===== src/rtl/irq_pkg.sv =====
package irq_pkg;
  parameter int unsigned DEF_SOURCES     = 8;
  parameter int unsigned DEF_DELAY_SLOTS = 5;

  typedef enum logic [1:0] {
    GIE_KEEP = 2'd0,
    GIE_ON   = 2'd1,
    GIE_OFF  = 2'd2
  } gie_op_e;
endpackage


===== src/rtl/irq_flag_bank.sv =====
module irq_flag_bank #(
  parameter int unsigned N_SRC = irq_pkg::DEF_SOURCES
) (
  input  logic             clk,
  input  logic             rst_n,
  input  logic [N_SRC-1:0] evt,
  input  logic [N_SRC-1:0] sw_set,
  input  logic [N_SRC-1:0] sw_clr,
  input  logic [N_SRC-1:0] ack_mask,
  output logic [N_SRC-1:0] flags
);
  logic [N_SRC-1:0] evt_q;
  logic [N_SRC-1:0] rise;
  logic [N_SRC-1:0] flags_d;

  // per-bit: any set source beats any clear source
  for (genvar i = 0; i < N_SRC; i++) begin : g_bit
    assign rise[i] = evt[i] & ~evt_q[i];
    always_comb begin
      if (sw_set[i] || rise[i])
        flags_d[i] = 1'b1;
      else if (sw_clr[i] || ack_mask[i])
        flags_d[i] = 1'b0;
      else
        flags_d[i] = flags[i];
    end
  end

  always_ff @(posedge clk) begin
    if (!rst_n) begin
      evt_q <= '0;
      flags <= '0;
    end else begin
      evt_q <= evt;
      flags <= flags_d;
    end
  end
endmodule


===== src/rtl/irq_branch_gate.sv =====
module irq_branch_gate #(
  parameter int unsigned DELAY_SLOTS = irq_pkg::DEF_DELAY_SLOTS
) (
  input  logic clk,
  input  logic rst_n,
  input  logic branch_issue,
  output logic busy
);
  localparam int unsigned CW = $clog2(DELAY_SLOTS + 1);
  localparam logic [CW-1:0] RELOAD = CW'(DELAY_SLOTS);

  logic [CW-1:0] slots_left;

  always_ff @(posedge clk) begin
    if (!rst_n)
      slots_left <= '0;
    else if (branch_issue)
      slots_left <= RELOAD;
    else if (slots_left != '0)
      slots_left <= slots_left - 1'b1;
  end

  assign busy = (slots_left != '0);
endmodule


===== src/rtl/irq_prio_pick.sv =====
module irq_prio_pick #(
  parameter int unsigned N_SRC = irq_pkg::DEF_SOURCES,
  parameter int unsigned IDW   = (N_SRC > 1) ? $clog2(N_SRC) : 1
) (
  input  logic [N_SRC-1:0] req,
  output logic             any,
  output logic [IDW-1:0]   id,
  output logic [N_SRC-1:0] grant
);
  always_comb begin
    id    = '0;
    grant = '0;
    for (int i = N_SRC - 1; i >= 0; i--) begin
      if (req[i]) begin
        id    = IDW'(i);
        grant = '0;
        grant[i] = 1'b1;
      end
    end
  end

  assign any = |req;
endmodule


===== src/rtl/irq_flag_ctrl.sv =====
module irq_flag_ctrl #(
  parameter int unsigned N_SRC       = irq_pkg::DEF_SOURCES,
  parameter int unsigned DELAY_SLOTS = irq_pkg::DEF_DELAY_SLOTS,
  parameter int unsigned IDW         = (N_SRC > 1) ? $clog2(N_SRC) : 1
) (
  input  logic             clk,
  input  logic             rst_n,
  input  logic [N_SRC-1:0] evt,
  input  logic [N_SRC-1:0] sw_set,
  input  logic [N_SRC-1:0] sw_clr,
  input  logic             en_we,
  input  logic [N_SRC-1:0] en_data,
  input  logic             gie_set,
  input  logic             gie_clr,
  input  logic             branch_issue,
  input  logic             take_ready,
  output logic             take_valid,
  output logic [IDW-1:0]   take_id,
  output logic [N_SRC-1:0] flags,
  output logic [N_SRC-1:0] enables,
  output logic             gie
);
  import irq_pkg::*;

  logic             busy;
  logic             any_ready;
  logic [N_SRC-1:0] grant;
  logic [N_SRC-1:0] ack_mask;
  logic             xfer;
  gie_op_e          gie_op;

  irq_flag_bank #(.N_SRC(N_SRC)) u_bank (
    .clk(clk), .rst_n(rst_n), .evt(evt), .sw_set(sw_set),
    .sw_clr(sw_clr), .ack_mask(ack_mask), .flags(flags)
  );

  irq_branch_gate #(.DELAY_SLOTS(DELAY_SLOTS)) u_gate (
    .clk(clk), .rst_n(rst_n), .branch_issue(branch_issue), .busy(busy)
  );

  irq_prio_pick #(.N_SRC(N_SRC), .IDW(IDW)) u_pick (
    .req(flags & enables), .any(any_ready), .id(take_id), .grant(grant)
  );

  assign take_valid = gie & ~busy & any_ready;
  assign xfer       = take_valid & take_ready;
  assign ack_mask   = grant & {N_SRC{xfer}};

  always_comb begin
    if (gie_set)
      gie_op = GIE_ON;
    else if (gie_clr || xfer)
      gie_op = GIE_OFF;
    else
      gie_op = GIE_KEEP;
  end

  always_ff @(posedge clk) begin
    if (!rst_n) begin
      enables <= '0;
      gie     <= 1'b0;
    end else begin
      if (en_we)
        enables <= en_data;
      case (gie_op)
        GIE_ON:  gie <= 1'b1;
        GIE_OFF: gie <= 1'b0;
        default: gie <= gie;
      endcase
    end
  end
endmodule


===== config.mk =====
export PLATFORM = sky130hd
export DESIGN_NAME = irq_flag_ctrl
export DESIGN_NICKNAME = d
export VERILOG_FILES = /design/src/rtl/irq_pkg.sv /design/src/rtl/irq_flag_bank.sv /design/src/rtl/irq_branch_gate.sv /design/src/rtl/irq_prio_pick.sv /design/src/rtl/irq_flag_ctrl.sv
export SDC_FILE = /design/constraint.sdc
export NUM_CORES = 1
export LEC_CHECK = 0
export BUFFER_PORTS_ARGS = -buffer_cell sky130_fd_sc_hd__buf_2
export CAP_MARGIN = 40
export CORE_AREA = 2 2 55 57
export DETAILED_ROUTE_END_ITERATION = 10
export DIE_AREA = 0 0 57 59
export PLACE_DENSITY = 0.77
export SLEW_MARGIN = 20
export SYNTH_ARGS = -nofsm -noshare
export SYNTH_HDL_FRONTEND = slang
export SYNTH_SLANG_ARGS = --single-unit

===== constraint.sdc =====
create_clock -name clk -period 4.9 [get_ports clk]
set_input_delay 1.47 -clock clk [delete_from_list [all_inputs] [get_ports clk]]
set_output_delay 1.47 -clock clk [all_outputs]
set_load 0.01 [all_outputs]

======== Word-level counts from Yosys, hierarchy flattened ========
Index checks and enable logic that the tools add are counted.
W data, S select, Z words.
storage, ports and cells
  flip-flop bits (word level) ............. 28
  bits in latches ......................... 0
  bits in writable memories ............... 0
  memory bits (read-only) ................. 0
  input bits .............................. 39
  output and inout bits ................... 21
  word-level logic and storage cells ...... 106
  memories ................................ 0
cells by class
  add/sub/neg operators ................... 1
  multiply operators ...................... 0
  div/mod/pow operators ................... 0
  magnitude comparators ................... 0
  equal/unequal tests ..................... 2
  shift-type cells ........................ 0
  mux-type cells .......................... 37
  bitwise gates (word level) .............. 23
  reduce and logical (&&, ||, !) cells .... 30
operators with widths
  operator               count
  $mux W8                8
  $mux W3                10
  $reduce_bool A2 Y1     10
  $logic_or A1 B1 Y1     17
  $and A8 B8 Y8          2
  $mux W1                16
  $and A1 B1 Y1          11
  $not A1 Y1             10
  $reduce_or A8 Y1       1
  $mux W2                2
  $reduce_bool A3 Y1     1
  $sub A3 B1 Y3 const B  1
  $eq A2 B1 Y1 const B   1
  $eq A2 B2 Y1 const B   1
  $pmux W1 S2            1
  $reduce_or A2 Y1       1

======== Longest topological paths before layout ========
  word-level depth ........................ 13
  mapped depth ............................ 8
  depth with buffers taken out ............ 7

======== Cells and area by module ========
From an unflattened synthesis, not the netlist that was laid out.
second synthesis, totals
  cell total of the unflattened synthesis .. 140
  area total of the unflattened synthesis .. 1368.8 sq um
by module, submodules not included
  module           times used  cells an instance  area each (sq um)
  irq_flag_bank    1           49                 561.8
  irq_flag_ctrl    1           49                 488.0
  irq_branch_gate  1           19                 173.9
  irq_prio_pick    1           23                 145.1

======== Worst setup path before layout ========
Ideal clock, no wire load.
  kind .................................... register -> output
  start point ............................. reg enables[3]
  end point ............................... out take_id[0]
  arrival ................................. 1.053 ns
  setup slack ............................. 2.377 ns
  cell stages (with the launch flop) ...... 5
  buffers on the path ..................... 0
  cell sequence ........................... dfxtp_1 a22o_1 a31oi_1 a211oi_1 o21a_1
on the way
  word-level cells in the longest chain between the ends .. 5
ends and longest elaborated chain
  item                      RTL line             RTL
  start: declaration        irq_flag_ctrl.sv:20  output logic [N_SRC-1:0] enables,
  start signal: assignment  irq_flag_ctrl.sv:64  enables <= en_data;
  $and A8 B8 Y8             irq_flag_ctrl.sv:42  .req(flags & enables), .any(any_ready), .id(take_id), .grant(grant)
  $mux W3 (4 in a row)      irq_prio_pick.sv:14  if (req[i]) begin
  end: declaration          irq_flag_ctrl.sv:18  output logic [IDW-1:0] take_id,
No other way between the ends.

======== Worst setup path after layout ========
  start point ............................. reg u_gate.slots_left[0]
  end point ............................... out take_valid
on the way
  word-level cells in the longest chain between the ends .. 4
ends and longest elaborated chain
  item                        RTL line               RTL
  start: declaration          irq_branch_gate.sv:12  logic [CW-1:0] slots_left;
  start signal: assignment    irq_branch_gate.sv:20  slots_left <= slots_left - 1'b1;
  $reduce_bool A3 Y1          irq_branch_gate.sv:23  assign busy = (slots_left != '0);
  $not A1 Y1                  irq_flag_ctrl.sv:45    assign take_valid = gie & ~busy & any_ready;
  $and A1 B1 Y1 (2 in a row)  irq_flag_ctrl.sv:45
  end: declaration            irq_flag_ctrl.sv:17    output logic take_valid,
No other way between the ends.

==> impl_metrics.yaml <==
global_routing:
  antenna_found_initial: 0
  grt_pass1_vias: 1173
  gr-total-overflow: 0
  use_met3_pct: 2.84
  grt_max_degree: 31
  use_met2_pct: 34.0
  grt_use_total_pct: 17.9
  grt_pass1_wl_um: 4750
  grt_most_used_layer: "met2"
  met1_usage_pct: 20.2
clocking:
  cts_hold_buffers: 0
  ctsHtreeMaxLevel: 1
  clockBufferDepth: 2
  clk_pin_slew_worst_paths_ps: 130
  clock_latency_ps: 330
  tritoncts: "yes"
  post_cts_buffers: 0
  cts_root_buffer: "clkbuf_4"
  cts_made_buffers: 3
  cts_resized: 0
  cts.sinks: 28
critical_path:
  r2r_setup_slack_ps: 3110
  end_kind: "output pin"
  cp.required_ps: 3430
  cp_max_fo: 7
  path_class: "reg2out"
  critPathLaunchType: "flop"
  arrival_ps: 1580
logic_synthesis:
  synth_adder_area_share_pct: 2.87
  netlist_instances: 138
  yosys.area.top_type: "dfxtp_1"
  synth_area_leaders: "dfxtp_1 43%, nor2b_1 6.7%, mux2i_1 6.1%"
  synth-compound-area-share_pct: 20.7
  avgSynthCellArea_um2: 9.47
  synth-seq-cells: 28
  synth_edf_count: 0
  async_reset_ff_share_pct: 0
  synth.top_cell.area_share_pct: 42.9
  netlist_area_um2: 1310
  yosysWarnings: 0
  synth_commonest_cells: "28 x dfxtp_1, 14 x nor2b_1, 12 x inv_1"
  synth_top_family_by_area: "simple AND/OR/NAND/NOR gates"
  synth.most_common_cell: "dfxtp_1"
  synthMuxAreaShare_pct: 6.13
  yosysSeqAreaShare_pct: 42.9
  synth-xor-area-share_pct: 0.670
  synth_ff_type: "dfxtp_1"
  synth_fp_nets: 180
  synth_cell_types: 37
  synth-simple-area-share_pct: 21.2
drt:
  routedWlPerCell_um: 12.6
  vias: 1164
  wirelength_um: 2860
  viasPerCell: 5.13
  ant_nets: 0
  drtIter0Drc: 19
  post-route-drc-count: 0
  drt-pass1-iter-count: 4
timing:
  skew_ps: 4.67
  min_period_over_period_pct: 62.3
  grt_setup_unrepaired: "no"
  hold_violations: 0
  fmax_mhz: 328
  setup_violations: 0
  slew_headroom_pct: 71.8
  final_max_slew_viol_count: 0
  period_minus_slack_ps: 3050
  tightest_slew_ps: 423
  setup-tns-final_ps: 0
die:
  initial_utilization_pct: 48.2
  core_um2: 2710
  num_io_pins: 60
  dieArea_um2: 3360
  num_rows: 19
  die_h_um: 59
  die_x_um: 57
power_and_ir_drop:
  ir_drop_uv: 199
  powerDensity_nw_per_um2: 279
  leakage_nw: 0.823
min_path:
  hp-class: "reg2reg"
final_layout:
  fin_nets: 239
  antenna_cells: 0
  layout-area-overhead-vs-synth_pct: 26.2
  drive_above_1_share_pct: 35.2
  final_cells: 227
placement:
  portBuffers: 59
  hpwl_um: 2290
  gp_congestion: 0.884
  dpl.cell_count: 223
run:
  drv_cap: 0
outcome:
  status: "finished, final reports clean"
==> flip-flops by register name (all words and copies together), names as in the netlist <==
signal	flops
u_gate.slots_left	3
u_bank.evt_q	8
enables	8
gie	1
u_bank.flags	8
==> critical path: stages (launching register included) <==
cell and delay (ps):
dfxtp_1 370, inv_1 50, ha_1 210, ha_1 280
and3_2 220, buf_2 130
==> cells by family (layout without fill, tap and decap cells) <==
logic type	after synthesis	in the layout
AND/OR/NAND/NOR	47	47
AO/OA/AOI/OAI	34	34
flip-flops	28	28
buffers and inverters	17	75
multiplexers	8	8
adder cells (fa/ha/maj)	3	3
XOR/XNOR	1	1
==> layout make-up <==
type	instances	area [um2]
Fill cell	252	1060
Multi-Input combinational cell	93	673
Sequential cell	28	561
Timing Repair Buffer	59	295
Inverter	12	45.0
Tap cell	31	38.8
Clock buffer	4	36.3
==> stage by stage <==
| step | worst slack (ps) | power, mW | area, um2 | hold slack (ps) | util (%) |
|---|---|---|---|---|---|
| CTS | 1830 | 0.468 | 1650 | 547 | 60.8 |
| global placement | 2240 | 0.353 | 1610 | 507 | 59.5 |
| global route | 1720 | 0.492 | 1650 | 576 | 60.8 |
| finish | 1850 | 0.461 | 1650 | 540 | 60.8 |
| floorplan | 2380 | 0.319 | 1310 | 493 | - |
| detailed placement | 2210 | 0.358 | 1610 | 526 | 59.5 |
==> power breakdown <==
group / switching, mW / total [mW] / internal (mW)
combinational: 0.0443 / 0.0914 / 0.0471
clock: 0.0639 / 0.109 / 0.0455
sequential: 0.0164 / 0.260 / 0.244
==> cell usage in the layout (no fill, tap or decap) <==
| cell type | count |
|---|---|
| nor2b_1 | 14 |
| o2111ai_1 | 1 |
| clkbuf_8 | 1 |
| a22o_1 | 1 |
| o21a_1 | 4 |
| o21ai_0 | 3 |
| a311oi_1 | 3 |
| o311ai_1 | 1 |
| nand3b_1 | 1 |
| inv_1 | 12 |
| a22oi_1 | 1 |
| nor3b_1 | 1 |
| dfxtp_1 | 28 |
| a21oi_1 | 8 |
| and2_1 | 8 |
| and2_2 | 1 |
| and3_1 | 1 |
| nand4_1 | 3 |
| nand2b_1 | 2 |
| a22oi_2 | 1 |
| nand4b_1 | 1 |
| mux2i_1 | 8 |
| nand3_1 | 1 |
| and3_2 | 1 |
| nand4_2 | 1 |
| a31oi_1 | 1 |
| a211oi_1 | 1 |
| nor2_1 | 2 |
| nand2_1 | 10 |
| a22oi_4 | 2 |
| ha_1 | 3 |
| a21boi_1 | 1 |
| clkbuf_4 | 3 |
| xnor2_1 | 1 |
| buf_2 | 59 |
| o31a_1 | 3 |
| a21boi_0 | 3 |
==> final timing paths <==
check | startpoint | end | depth (start not counted)
setup / recovery | u_gate.slots_left[0] | take_valid | 5
hold / removal | u_gate.slots_left[1] | u_gate.slots_left[1] | 2
setup reg to reg | u_gate.slots_left[0] | u_bank.flags[6] | 7
hold reg to reg | u_gate.slots_left[1] | u_gate.slots_left[1] | 2
==> layer usage <==
| metal | share of wire (%) | wire length [um] | vias to the layer above |
|---|---|---|---|
| li1 | - | - | 596 |
| met1 | 42 | 1190 | 530 |
| met2 | 51 | 1470 | 34 |
| met3 | 5.9 | 169 | 4 |
| met4 | 1.0 | 29 | 0 |
| met5 | 0 | 0 | - |
Power figures use the tool's default switching activity.
